**src/rtl/dfpe_pkg.sv**
```systemverilog
`timescale 1ns/1ps
package dfpe_pkg;

    localparam int NSRC = 3;          // data operand channels a, b, c
    localparam int NCH  = NSRC + 1;   // plus the event operand

    typedef enum logic [3:0] {
        OP_ADD  = 4'd0,
        OP_SUB  = 4'd1,
        OP_AND  = 4'd2,
        OP_OR   = 4'd3,
        OP_XOR  = 4'd4,
        OP_MADD = 4'd5,
        OP_SORT = 4'd6,
        OP_CNT  = 4'd7,
        OP_SEL  = 4'd8
    } pe_op_e;

    typedef enum logic [2:0] {
        CK_OPC   = 3'd0,
        CK_PRE_A = 3'd1,
        CK_PRE_B = 3'd2,
        CK_PRE_C = 3'd3,
        CK_LIMIT = 3'd4
    } pe_cfg_e;

    typedef enum logic [0:0] {
        S_GATHER = 1'b0,
        S_FIRE   = 1'b1
    } pe_state_e;

    // Operand mask {event, c, b, a} required by each operation.
    function automatic logic [NCH-1:0] op_needs(pe_op_e op);
        logic [NCH-1:0] m;
        case (op)
            OP_ADD, OP_SUB, OP_AND, OP_OR, OP_XOR, OP_SORT: m = 4'b0011;
            OP_MADD: m = 4'b0111;
            OP_CNT:  m = 4'b1000;
            OP_SEL:  m = 4'b1011;
            default: m = '0;
        endcase
        return m;
    endfunction

endpackage

```
**src/rtl/dfpe_slot.sv**
```systemverilog
`timescale 1ns/1ps
module dfpe_slot #(
    parameter int W = 32
) (
    input  logic         clk,
    input  logic         rst_n,
    input  logic         need,
    input  logic         flush,
    input  logic         consume,
    input  logic         pre_we,
    input  logic [W-1:0] pre_val,
    input  logic         pre_clr,
    input  logic         in_valid,
    output logic         in_ready,
    input  logic [W-1:0] in_data,
    output logic         avail,
    output logic [W-1:0] value
);

    logic full;
    logic is_const;

    assign in_ready = need && !full && !is_const && !flush;
    assign avail    = full || is_const;

    always_ff @(posedge clk or negedge rst_n) begin
        if (!rst_n) begin
            full     <= 1'b0;
            is_const <= 1'b0;
            value    <= '0;
        end else begin
            if (pre_clr) begin
                is_const <= 1'b0;
            end
            if (pre_we) begin
                is_const <= 1'b1;
                value    <= pre_val;
            end
            if (flush) begin
                full <= 1'b0;
            end else if (in_valid && in_ready) begin
                full  <= 1'b1;
                value <= in_data;
            end else if (consume && !is_const) begin
                full <= 1'b0;
            end
        end
    end

    // a captured operand stays put until it is used or discarded
    a_r1_operand_hold: assert property (@(posedge clk) disable iff (!rst_n)
        (full && !consume && !flush) |=> (full && $stable(value)));

endmodule

```
**src/rtl/dfpe_alu.sv**
```systemverilog
`timescale 1ns/1ps
module dfpe_alu
    import dfpe_pkg::*;
#(
    parameter int DW = 32
) (
    input  pe_op_e        op,
    input  logic [DW-1:0] opa,
    input  logic [DW-1:0] opb,
    input  logic [DW-1:0] opc,
    input  logic          evsel,
    input  logic [DW-1:0] cnt,
    input  logic [DW-1:0] limit,
    output logic [DW-1:0] res,
    output logic [DW-1:0] aux,
    output logic [DW-1:0] cnt_nxt,
    output logic          has_aux,
    output logic          has_evt
);

    localparam int PW = 2 * DW;
    localparam int SW = PW + 2;

    logic [DW-1:0]        sum, dif, inc;
    logic signed [PW-1:0] prod;
    logic [SW-1:0]        macc;
    logic                 a_lt_b, ovf_add, ovf_sub, ovf_mac, cnt_hit;

    assign sum     = opa + opb;
    assign dif     = opa - opb;
    assign inc     = cnt + DW'(1);
    assign prod    = PW'($signed(opa)) * PW'($signed(opb));
    assign macc    = SW'(prod) + SW'($signed(opc));
    assign ovf_add = (opa[DW-1] == opb[DW-1]) && (sum[DW-1] != opa[DW-1]);
    assign ovf_sub = (opa[DW-1] != opb[DW-1]) && (dif[DW-1] != opa[DW-1]);
    assign ovf_mac = !((&macc[SW-1:DW-1]) || (~|macc[SW-1:DW-1]));
    assign a_lt_b  = $signed(opa) < $signed(opb);
    assign cnt_hit = (inc == limit);

    always_comb begin
        res     = '0;
        aux     = '0;
        cnt_nxt = cnt;
        has_aux = 1'b0;
        has_evt = 1'b0;
        case (op)
            OP_ADD:  begin res = sum; has_evt = ovf_add; end
            OP_SUB:  begin res = dif; has_evt = ovf_sub; end
            OP_AND:  res = opa & opb;
            OP_OR:   res = opa | opb;
            OP_XOR:  res = opa ^ opb;
            OP_MADD: begin res = macc[DW-1:0]; has_evt = ovf_mac; end
            OP_SORT: begin
                res     = a_lt_b ? opa : opb;
                aux     = a_lt_b ? opb : opa;
                has_aux = 1'b1;
            end
            OP_CNT: begin
                res     = inc;
                has_evt = cnt_hit;
                cnt_nxt = cnt_hit ? '0 : inc;
            end
            OP_SEL:  res = evsel ? opb : opa;
            default: res = '0;
        endcase
    end

endmodule

```
**src/rtl/dfpe_outbuf.sv**
```systemverilog
`timescale 1ns/1ps
module dfpe_outbuf #(
    parameter int W     = 32,
    parameter int DEPTH = 2
) (
    input  logic         clk,
    input  logic         rst_n,
    input  logic         push,
    input  logic [W-1:0] din,
    output logic         room,
    output logic         o_valid,
    input  logic         o_ready,
    output logic [W-1:0] o_data
);

    localparam int AW = (DEPTH > 1) ? $clog2(DEPTH) : 1;
    localparam int CW = $clog2(DEPTH + 1);

    logic [W-1:0]  mem [DEPTH];
    logic [AW-1:0] wp, rp;
    logic [CW-1:0] cnt;
    logic          pop;

    function automatic logic [AW-1:0] adv(logic [AW-1:0] p);
        return (p == AW'(DEPTH - 1)) ? '0 : p + AW'(1);
    endfunction

    assign o_valid = (cnt != '0);
    assign o_data  = mem[rp];
    assign pop     = o_valid && o_ready;
    assign room    = (cnt != CW'(DEPTH));

    always_ff @(posedge clk or negedge rst_n) begin
        if (!rst_n) begin
            wp  <= '0;
            rp  <= '0;
            cnt <= '0;
        end else begin
            if (push) wp <= adv(wp);
            if (pop)  rp <= adv(rp);
            case ({push, pop})
                2'b10:   cnt <= cnt + CW'(1);
                2'b01:   cnt <= cnt - CW'(1);
                default: cnt <= cnt;
            endcase
        end
    end

    always_ff @(posedge clk) begin
        if (push) mem[wp] <= din;
    end

    // a stalled packet keeps valid and data
    a_r3_stall_hold: assert property (@(posedge clk) disable iff (!rst_n)
        (o_valid && !o_ready) |=> (o_valid && $stable(o_data)));

    // the node never pushes into a full buffer
    a_r3_no_overrun: assert property (@(posedge clk) disable iff (!rst_n)
        push |-> room);

endmodule

```
**src/rtl/dfpe_node.sv**
```systemverilog
`timescale 1ns/1ps
module dfpe_node
    import dfpe_pkg::*;
#(
    parameter int DW        = 32,
    parameter int OUT_DEPTH = 2
) (
    input  logic              clk,
    input  logic              rst_n,
    input  logic              cfg_valid,
    output logic              cfg_ready,
    input  logic [2:0]        cfg_kind,
    input  logic [DW-1:0]     cfg_data,
    input  logic [NSRC-1:0]   in_valid,
    output logic [NSRC-1:0]   in_ready,
    input  logic [NSRC*DW-1:0] in_data,
    input  logic              evi_valid,
    output logic              evi_ready,
    input  logic              evi_data,
    output logic              res_valid,
    input  logic              res_ready,
    output logic [DW-1:0]     res_data,
    output logic              aux_valid,
    input  logic              aux_ready,
    output logic [DW-1:0]     aux_data,
    output logic              evo_valid,
    input  logic              evo_ready,
    output logic              evo_data
);

    pe_state_e      st_q, st_d;
    pe_op_e         op_q;
    logic [DW-1:0]  cnt_q, limit_q;
    logic [NCH-1:0] needs, avail;
    logic [DW-1:0]  opnd [NSRC];
    logic           ev_val;
    logic           fire, node_idle, cfg_take, opc_we, all_avail, room_all;
    logic           res_room, aux_room, evo_room;
    logic [DW-1:0]  alu_res, alu_aux, alu_cnt;
    logic           alu_has_aux, alu_evt;

    assign needs     = op_needs(op_q);
    assign cfg_take  = cfg_valid && cfg_ready;
    assign opc_we    = cfg_take && (cfg_kind == CK_OPC);
    assign all_avail = (&(avail | ~needs)) && (needs != '0);
    assign room_all  = res_room && aux_room && evo_room;

    // operand registers, one per data channel
    for (genvar g = 0; g < NSRC; g++) begin : g_src
        dfpe_slot #(.W(DW)) u_slot (
            .clk      (clk),
            .rst_n    (rst_n),
            .need     (needs[g]),
            .flush    (cfg_take),
            .consume  (fire),
            .pre_we   (cfg_take && (cfg_kind == 3'(g + 1))),
            .pre_val  (cfg_data),
            .pre_clr  (opc_we),
            .in_valid (in_valid[g]),
            .in_ready (in_ready[g]),
            .in_data  (in_data[g*DW +: DW]),
            .avail    (avail[g]),
            .value    (opnd[g])
        );
    end

    dfpe_slot #(.W(1)) u_evslot (
        .clk      (clk),
        .rst_n    (rst_n),
        .need     (needs[NSRC]),
        .flush    (cfg_take),
        .consume  (fire),
        .pre_we   (1'b0),
        .pre_val  (1'b0),
        .pre_clr  (1'b0),
        .in_valid (evi_valid),
        .in_ready (evi_ready),
        .in_data  (evi_data),
        .avail    (avail[NSRC]),
        .value    (ev_val)
    );

    dfpe_alu #(.DW(DW)) u_alu (
        .op      (op_q),
        .opa     (opnd[0]),
        .opb     (opnd[1]),
        .opc     (opnd[2]),
        .evsel   (ev_val),
        .cnt     (cnt_q),
        .limit   (limit_q),
        .res     (alu_res),
        .aux     (alu_aux),
        .cnt_nxt (alu_cnt),
        .has_aux (alu_has_aux),
        .has_evt (alu_evt)
    );

    dfpe_outbuf #(.W(DW), .DEPTH(OUT_DEPTH)) u_res_buf (
        .clk (clk), .rst_n (rst_n),
        .push (fire), .din (alu_res), .room (res_room),
        .o_valid (res_valid), .o_ready (res_ready), .o_data (res_data)
    );

    dfpe_outbuf #(.W(DW), .DEPTH(OUT_DEPTH)) u_aux_buf (
        .clk (clk), .rst_n (rst_n),
        .push (fire && alu_has_aux), .din (alu_aux), .room (aux_room),
        .o_valid (aux_valid), .o_ready (aux_ready), .o_data (aux_data)
    );

    dfpe_outbuf #(.W(1), .DEPTH(OUT_DEPTH)) u_evo_buf (
        .clk (clk), .rst_n (rst_n),
        .push (fire && alu_evt), .din (1'b1), .room (evo_room),
        .o_valid (evo_valid), .o_ready (evo_ready), .o_data (evo_data)
    );

    // state register
    always_ff @(posedge clk or negedge rst_n) begin
        if (!rst_n) st_q <= S_GATHER;
        else        st_q <= st_d;
    end

    // next state
    always_comb begin
        st_d = st_q;
        unique case (st_q)
            S_GATHER: if (!cfg_take && all_avail && room_all) st_d = S_FIRE;
            S_FIRE:   st_d = S_GATHER;
        endcase
    end

    // state outputs
    always_comb begin
        fire      = 1'b0;
        node_idle = 1'b0;
        unique case (st_q)
            S_GATHER: node_idle = !res_valid && !aux_valid && !evo_valid;
            S_FIRE:   fire = 1'b1;
        endcase
    end

    assign cfg_ready = node_idle;

    // configuration and counter registers
    always_ff @(posedge clk or negedge rst_n) begin
        if (!rst_n) begin
            op_q    <= OP_ADD;
            cnt_q   <= '0;
            limit_q <= '0;
        end else begin
            if (opc_we) begin
                op_q  <= pe_op_e'(cfg_data[3:0]);
                cnt_q <= '0;
            end else if (fire && (op_q == OP_CNT)) begin
                cnt_q <= alu_cnt;
            end
            if (cfg_take && (cfg_kind == CK_LIMIT)) limit_q <= cfg_data;
        end
    end

    // firing only with every needed operand present
    a_r1_fire_has_operands: assert property (@(posedge clk) disable iff (!rst_n)
        (st_q == S_FIRE) |-> ((&(avail | ~needs)) && (needs != '0)));

    // a taken configuration write is never followed by a firing
    a_r11_cfg_no_fire: assert property (@(posedge clk) disable iff (!rst_n)
        cfg_take |=> ((st_q == S_GATHER) && !res_valid && !aux_valid && !evo_valid));

    // terminal count returns the counter to zero
    a_r8_cnt_wrap: assert property (@(posedge clk) disable iff (!rst_n)
        (fire && (op_q == OP_CNT) && alu_evt) |=> (cnt_q == '0));

    // outputs only receive packets while the machine is firing
    a_r3_push_in_fire: assert property (@(posedge clk) disable iff (!rst_n)
        ($rose(res_valid) || $rose(aux_valid) || $rose(evo_valid)) |-> $past(st_q == S_FIRE));

endmodule

```
**config.mk**
```make
export PLATFORM = sky130hd
export DESIGN_NAME = dfpe_node
export DESIGN_NICKNAME = d
export VERILOG_FILES = /design/src/rtl/dfpe_pkg.sv /design/src/rtl/dfpe_slot.sv /design/src/rtl/dfpe_alu.sv /design/src/rtl/dfpe_outbuf.sv /design/src/rtl/dfpe_node.sv
export SDC_FILE = /design/constraint.sdc
export NUM_CORES = 2
export LEC_CHECK = 0
export BUFFER_PORTS_ARGS = -buffer_cell sky130_fd_sc_hd__buf_2
export CAP_MARGIN = 20
export CORE_MARGIN = 2
export CORE_UTILIZATION = 23
export DETAILED_ROUTE_END_ITERATION = 12
export GPL_TIMING_DRIVEN = 0
export PLACE_DENSITY = 0.49
export SYNTH_ARGS = -nofsm -noshare
export SYNTH_HDL_FRONTEND = slang
export SYNTH_HIERARCHICAL = 1
export SYNTH_SLANG_ARGS = --single-unit
```
**constraint.sdc**
```tcl
create_clock -name clk -period 8.8 [get_ports clk]
set_input_delay 0.88 -clock clk [delete_from_list [all_inputs] [get_ports clk]]
set_output_delay 0.88 -clock clk [all_outputs]
set_load 0.05 [all_outputs]
```
---- After elaboration in Yosys (flattened, before gate mapping) ----
Memories as Yosys holds them, arrays and structs flattened.
Cells that the tools add are included.
storage, ports and cells
  flip-flop bits (word level) ............. 183
  bits in latches ......................... 0
  word-level logic and storage cells ...... 204
  bits in writable memories ............... 128
  memories ................................ 3
  bits in read-only memories .............. 64
  output and inout port bits .............. 73
  input bits .............................. 142
operators by class
  $add $sub $neg .......................... 14
  multiplexer cells ....................... 51
  shift operators ......................... 0
  $lt $le $gt $ge ......................... 1
  equality and inequality tests ........... 26
  divide/modulo/power cells ............... 0
  multiply operators ...................... 1
  bitwise gates (word level) .............. 7
  reduce and logical (&&, ||, !) cells .... 79
memory list
  name             depth  bits a word  rd ports  clocked after memory_dff  write ports  line               text
  (no name shown)  16     4            1         0                         0            dfpe_pkg.sv:35     case (op)
  u_aux_buf.mem    2      32           1         0                         1            dfpe_outbuf.sv:19  logic [W-1:0] mem [DEPTH];
  u_res_buf.mem    2      32           1         0                         1            dfpe_outbuf.sv:19
operator list
  operator                                             number
  2-to-1 mux 32 bit                                    17
  one-hot mux 32 bit (9 select lines)                  1
  adder 64 x 32 -> 65 bit                              1
  multiplier 32 x 32 -> 64 bit                         1
  logical AND 1 bit                                    39
  AND reduction 35 bit                                 1
  OR reduction 35 bit                                  1
  adder 32 x 1 -> 32 bit, second input constant        1
  adder 32 bit                                         1
  AND 32 bit                                           1
  equality test 32 bit                                 1
  < comparator 32 bit                                  1
  OR 32 bit                                            1
  subtractor 32 bit                                    1
  XOR 32 bit                                           1
  2-to-1 mux 1 bit                                     28
  nonzero test 2 bit                                   11
  equality test 4 x 3 -> 1 bit, second input constant  4
  zero test 1 bit                                      13
  one-hot mux 2 bit (2 select lines)                   3
  nonzero test 3 bit                                   4
  equality test 4 x 2 -> 1 bit, second input constant  2
  adder 2 x 1 -> 2 bit, second input constant          3
  equality test 2 x 1 -> 1 bit, second input constant  3
  22 further kinds                                     39

---- Logic depth before layout (Yosys ltp) ----
  depth in word-level cells ............... 11
  depth in mapped cells ................... 40
  mapped depth without buffers ............ 37

---- Cells and area by module ----
The synthesis kept the hierarchy.
modules (own cells, without submodules)
  module                           instances  area each (um2)  cells each  sequential area each (um2)
  dfpe_alu                         1          44,744.2         5,331       0.0
  dfpe_slot (g_src[0].u_slot ...)  3          1,694.1          113         850.8
  dfpe_outbuf (u_aux_buf ...)      2          2,524.9          117         2,021.9
  dfpe_node                        1          3,149.3          257         1,726.7
  dfpe_outbuf (u_evo_buf)          1          269.0            20          160.2
  dfpe_slot (u_evslot)             1          161.4            15          75.1

---- Worst setup path before layout ----
OpenSTA, ideal clock, no wires.
  kind .................................... flip-flop to flip-flop
  start point ............................. reg g_src[0].u_slot.value[31]
  end point ............................... reg u_evo_buf.cnt[1]
  setup time .............................. 79 ps
  path buffers ............................ 3
  clock period less this slack ............ 9,492 ps
  data required time ...................... 8,721 ps
  slack ................................... -692 ps
  cell stages (with the launch flop) ...... 36
  arrival ................................. 9,413 ps
  path through ............................ dfrtp_1 -> clkbuf_1 -> inv_1 -> buf_1 -> nor2_1 -> fa_1 -> inv_1 -> fa_1 -> inv_1 -> fa_1 -> fa_1 -> inv_1 -> fa_1 -> fa_1 -> fa_1 -> fa_1 -> inv_1 -> ha_1 -> clkbuf_1 -> nand4_1 -> nor2_1 -> nand3_1 -> nor4b_1 -> o21ai_0 -> nand2_1 -> xnor2_1 -> or4_1 -> nor4_1 -> nand4b_1 -> and4b_1 -> o21ai_1 -> and2_1 -> inv_1 -> ha_1 -> nor2_1 -> xor2_1
between the ends
  longest elaborated chain between the ends .. 10
  elaborated cells on any way between the ends .. 21
  classes of those cells .................. 3 x add/sub; 1 x mul; 6 x eq/ne; 2 x mux; 9 x reduce/logical
ends and longest elaborated chain
  item                                                                      line               text
  start: declaration                                                        dfpe_slot.sv:17    output logic [W-1:0] value
  start signal: assignment                                                  dfpe_slot.sv:37    value <= pre_val;
  start signal: assignment                                                  dfpe_slot.sv:43    value <= in_data;
  multiplier 32 x 32 -> 64 bit                                              dfpe_alu.sv:32     assign prod = PW'($signed(opa)) * PW'($signed(opb));
  adder 64 x 32 -> 65 bit                                                   dfpe_alu.sv:33     assign macc = SW'(prod) + SW'($signed(opc));
  OR reduction 35 bit                                                       dfpe_alu.sv:36     assign ovf_mac = !((&macc[SW-1:DW-1]) || (~|macc[SW-1:DW-1]));
  zero test 1 bit                                                           dfpe_alu.sv:36
  logical OR 1 bit                                                          dfpe_alu.sv:36
  zero test 1 bit                                                           dfpe_alu.sv:36
  one-hot mux 1 bit (4 select lines) (*)                                    dfpe_alu.sv:46     case (op)
  net alu_evt                                                               dfpe_node.sv:40    logic alu_has_aux, alu_evt;
  logical AND 1 bit (*)                                                     dfpe_node.sv:112   .push (fire && alu_evt), .din (1'b1), .room (evo_room),
  equality test 2 x 1 -> 1 bit or equality test 2 bit (tied branches)       dfpe_outbuf.sv:41  case ({push, pop})
  one-hot mux 2 bit (2 select lines) or nonzero test 2 bit (tied branches)  -
  end signal: assignment                                                    dfpe_outbuf.sv:42  2'b10: cnt <= cnt + CW'(1);
  end signal: assignment                                                    dfpe_outbuf.sv:43  2'b01: cnt <= cnt - CW'(1);
  end signal: assignment                                                    dfpe_outbuf.sv:44  default: cnt <= cnt;
  end: declaration                                                          dfpe_outbuf.sv:21  logic [CW-1:0] cnt;
The timed path passes the listed nets; every way through them passes the cells marked *.
A chain may end at the register's enable or synchronous reset.

---- Worst setup path after layout ----
  start point ............................. reg g_src[1].u_slot.value[11]
  end point ............................... reg u_evo_buf.cnt[1]
between the ends
  longest elaborated chain between the ends .. 10
  elaborated cells on any way between the ends .. 19
  classes of those cells .................. 3 x add/sub; 1 x mul; 4 x eq/ne; 2 x mux; 9 x reduce/logical
ends and longest elaborated chain
  item                                                                      line
  start: declaration                                                        dfpe_slot.sv:17
  start signal: assignment                                                  dfpe_slot.sv:37
  start signal: assignment                                                  dfpe_slot.sv:43
  multiplier 32 x 32 -> 64 bit                                              dfpe_alu.sv:32
  adder 64 x 32 -> 65 bit                                                   dfpe_alu.sv:33
  OR reduction 35 bit                                                       dfpe_alu.sv:36
  zero test 1 bit                                                           dfpe_alu.sv:36
  logical OR 1 bit                                                          dfpe_alu.sv:36
  zero test 1 bit                                                           dfpe_alu.sv:36
  one-hot mux 1 bit (4 select lines) (*)                                    dfpe_alu.sv:46
  net alu_evt                                                               dfpe_node.sv:40
  logical AND 1 bit (*)                                                     dfpe_node.sv:112
  equality test 2 x 1 -> 1 bit or equality test 2 bit (tied branches)       dfpe_outbuf.sv:41
  one-hot mux 2 bit (2 select lines) or nonzero test 2 bit (tied branches)  -
Marked as above.

==> metrics.md <==
| Metric | Value |
|---|---|
| Core ar. | `253000 sq um` |
| Mapped Avg Cell Area | `between 9 and 10 sq um` |
| Post-synth top area cell | `fa_1` |
| Clock period minus worst slack | `approximately 9.6 ns` |
| Max Fclk | `between 100 and 150 MHz` |
| HPWL after DPL | `~240000 um` |
| R2R cell count | `35` |
| Area delta synth->final | `22.5%` |
| Most Used Layer, Global Route | `met2` |
| Slowest stage cell, crit path | `fa_1` |
| # IOs | `215` |
| Initial Util | `23.1%` |
| Post-route ant nets | `0` |
| Crit path launch type | `register` |
| Hold_buf cts | `0` |
| Main synth FF type | `dfrtp_1` |
| Initial antenna violation count | `17` |
| Slew headroom | `around 14%` |
| Final slew viol count | `0` |
| Synthesized flop and latch total | `about 320` |
| Port Buffer Count | `214` |
| Final Setup Violations | `5` |
| Post-Route Skew | `~0.066 ns` |
| Vias per inst | `5.02` |
| Clk Tree Root Cell | `clkbuf_16` |
| Reg2reg start | `g_src[1].u_slot/value[11]$_DFF_PN0_` |
| Sequential area share after synthesis | `approximately 15%` |
| Die width | `a little over 500 um` |
| Worst R2R End | `u_evo_buf/cnt[1]$_DFFE_PN0P_` |
| Worst-path clk slew | `approximately 0.06 ns` |
| Synthesis Warnings | `6` |
| Worst Hold Class | `in -> async` |
| Vias post-DR | `50800` |
| Period utilisation layout | `109%` |
| Actual slew at the worst max-slew pin | `approximately 1.3 ns` |
| Longest Clk Path Bufs | `3` |
| Async SR Flop Fraction | `between 50% and 60%` |
| Clock sinks | `between 300 and 400` |
| Fin Hold WS | `between 0.2 and 0.3 ns` |
| Pin count of the biggest net entering global routing | `96` |
| Router iterations before antenna repair | `10` |
| Synth Instances | `roughly 6200` |
| Fin util | `28.3%` |
| Fraction of layout cells with a size suffix above 1 | `23.1%` |
| Htree depth | `2` |
| Met1 Resource Use GR | `29.8%` |
| Row count | `between 150 and 200` |
| CP arrival | `approximately 10 ns` |
| CP Max Fanout | `11` |
| Met2 Use GR | `about 34%` |
| Vias in the first global route | `between 50000 and 60000` |
| Final hold vios | `0` |
| Cell Area, Synth | `58500 sq um` |
| GRT Overall Usage | `22.7%` |
| Fin cells | `~10000` |
| # DRC | `0` |
| Cell variety after synth | `~110` |
| Max_cap viols | `0` |
| Placed cells | `around 9800` |
| CP required | `9.27 ns` |
| Violated checks | `setup timing` |
| DIE AREA | `between 200000 and 300000 sq um` |
| CTS Buf Count | `37` |
| Layout Nets | `8302` |
| Largest stage delay on the critical path | `between 0.5 and 0.6 ns` |
| WL per Instance | `approximately 29 um` |
| CP Class | `reg -> reg` |
| Die Ht | `508 um` |
| First-pass GRT wire length | `between 400000 and 500000 um` |
| Most common cell on crit path | `fa_1` |
| Area contributors post-synth | `fa_1 (38%), dfrtp_1 (8.0%), ha_1 (6.8%), edfxtp_1 (6.7%), inv_1 (6.6%)` |
| Final worst slack | `-0.829 ns` |
| Status | `finished, violations left` |
| Count leader, synth | `fa_1` |
| Reg2reg setup slack | `-0.83 ns` |
| Synth top area share | `roughly two fifths` |
| Later-pin clock latency in the skew report | `~0.63 ns` |
| Drt total wl | `between 200000 and 300000 um` |
| Unrepaired setup endpoints after global routing | `true` |
| Post-synth EDFFs | `130` |
| Grt total ovfl | `0` |
| Iter 0 DRT Violations | `around 5900` |
| Crit path capture type | `register` |
| CTS tree | `yes` |
| Synth top cells by count | `fa_1 (1124), inv_1 (1033), nand2_1 (802)` |
| Grt met3 use | `5.57%` |
| RePlAce Congestion | `~1.0` |
==> how the worst max path moves through the flow <==
stage	slack, ns	startpoint	depth (start not counted)	end
after CTS	-0.83	g_src[1].u_slot/value[0]$_DFF_PN0_	38	u_evo_buf/cnt[1]$_DFFE_PN0P_
after global placement	-5.11	g_src[1].u_slot/value[15]$_DFF_PN0_	33	u_evo_buf/cnt[1]$_DFFE_PN0P_
final	-0.83	g_src[1].u_slot/value[11]$_DFF_PN0_	35	u_evo_buf/cnt[1]$_DFFE_PN0P_
after global routing	-1.03	g_src[1].u_slot/value[9]$_DFF_PN0_	36	u_evo_buf/cnt[1]$_DFFE_PN0P_
after floorplan	-0.09	g_src[0].u_slot/value[31]$_DFF_PN0_	35	u_evo_buf/cnt[1]$_DFFE_PN0P_
after detailed placement	-4.33	g_src[1].u_slot/value[13]$_DFF_PN0_	34	u_evo_buf/cnt[1]$_DFFE_PN0P_
==> placed cells by master, fill, tap and decap left out, types with 27 or more instances in the layout <==
master      count
a21o_1         33
a21oi_1       206
buf_12         43
buf_2         261
buf_4         238
buf_6          46
buf_8          49
clkbuf_1       98
clkbuf_16      63
clkbuf_2       28
clkbuf_4       36
clkbuf_8       34
clkinvlp_4     45
dfrtp_1       134
dfrtp_2        43
edfxtp_1      130
fa_1         1094
fa_2           30
ha_1          271
ha_4           41
inv_1         961
mux2_2        261
mux2_4         30
nand2_1       780
nand3_1        74
nor2_1        556
nor3_1         31
o21ai_0       130
o21ai_1        27
o21bai_1       29
o221ai_1       46
o31ai_1        69
xnor2_1        60
xor2_1         61
==> routing by layer <==
layer	up-vias	part of all wire, %
met1	26600	40
met3	627	9.8
met2	2822	43
li1	20800	-
met4	6	6.6
met5	-	0.021
==> what timing repair did <==
item / CTS / global route
gates resized for setup: 940 / 206
setup endpoints to repair: 35 / 7
gates cloned: 0 / 2
pin swaps: 83 / 105
buffers inserted: 162 / 89
==> metrics by stage <==
stage	setup slack [ns]	setup TNS, ns	instance area [sq um]
CTS	-0.828	-3.45	70100
finish	-0.829	-3.44	71600
floorplan	-0.0939	-0.0939	58600
global route	-1.03	-4.28	71600
global placement	-5.11	-72.20	63900
detailed placement	-4.33	-54.62	64700
==> worst max-delay path: cells and delay by family (launching register included) <==
kind | cells | cell delay (ns)
buf+inv | 8 | 0.85
simple gates | 9 | 1.58
flops | 1 | 0.47
xor+xnor | 2 | 0.24
fa+ha+maj | 10 | 4.39
compound gates | 6 | 1.91
==> cells by family after synthesis <==
| kind of cell | count (synthesis) | synth area share [%] |
|---|---|---|
| muxes | 315 | 6.22 |
| AOI/OAI and AO/OA | 828 | 9.39 |
| xor gates and xnor gates | 127 | 1.92 |
| DFF | 316 | 14.6 |
| buffers and inverters | 1430 | 9.59 |
| and+or+nand+nor | 1736 | 12.9 |
| other | 2 | 0.0128 |
| adders and majority gates | 1442 | 45.3 |
==> final cells by class <==
type,count,area (sq um)
repair buffers,513,4190
plain buffers,343,3070
inverters,1053,4250
well taps,3366,4210
flip-flops and latches,316,8650
clock buffers,51,998
multi-input cells,4454,46100
diodes,6,15.0
fillers,26900,182000
clock inverters,17,181
==> registers in the layout (all words and copies together) (netlist names) <==
register	flops
u_evo_buf/rp	1
u_evo_buf/wp	1
st_q	1
u_aux_buf/cnt	2
u_evslot/is_const	1
u_res_buf/rp	1
u_evslot/value	1
u_evo_buf/cnt	2
g_src.u_slot/is_const	3
g_src.u_slot/full	3
limit_q	32
u_evo_buf/mem	2
cnt_q	32
u_evslot/full	1
u_res_buf/cnt	2
u_res_buf/wp	1
u_aux_buf/mem	64
u_res_buf/mem	64
op_q	4
u_aux_buf/rp	1
g_src.u_slot/value	96
u_aux_buf/wp	1
Power is not shown: default switching activity piles up to over one toggle a cycle in this logic, so the estimate is an artifact.
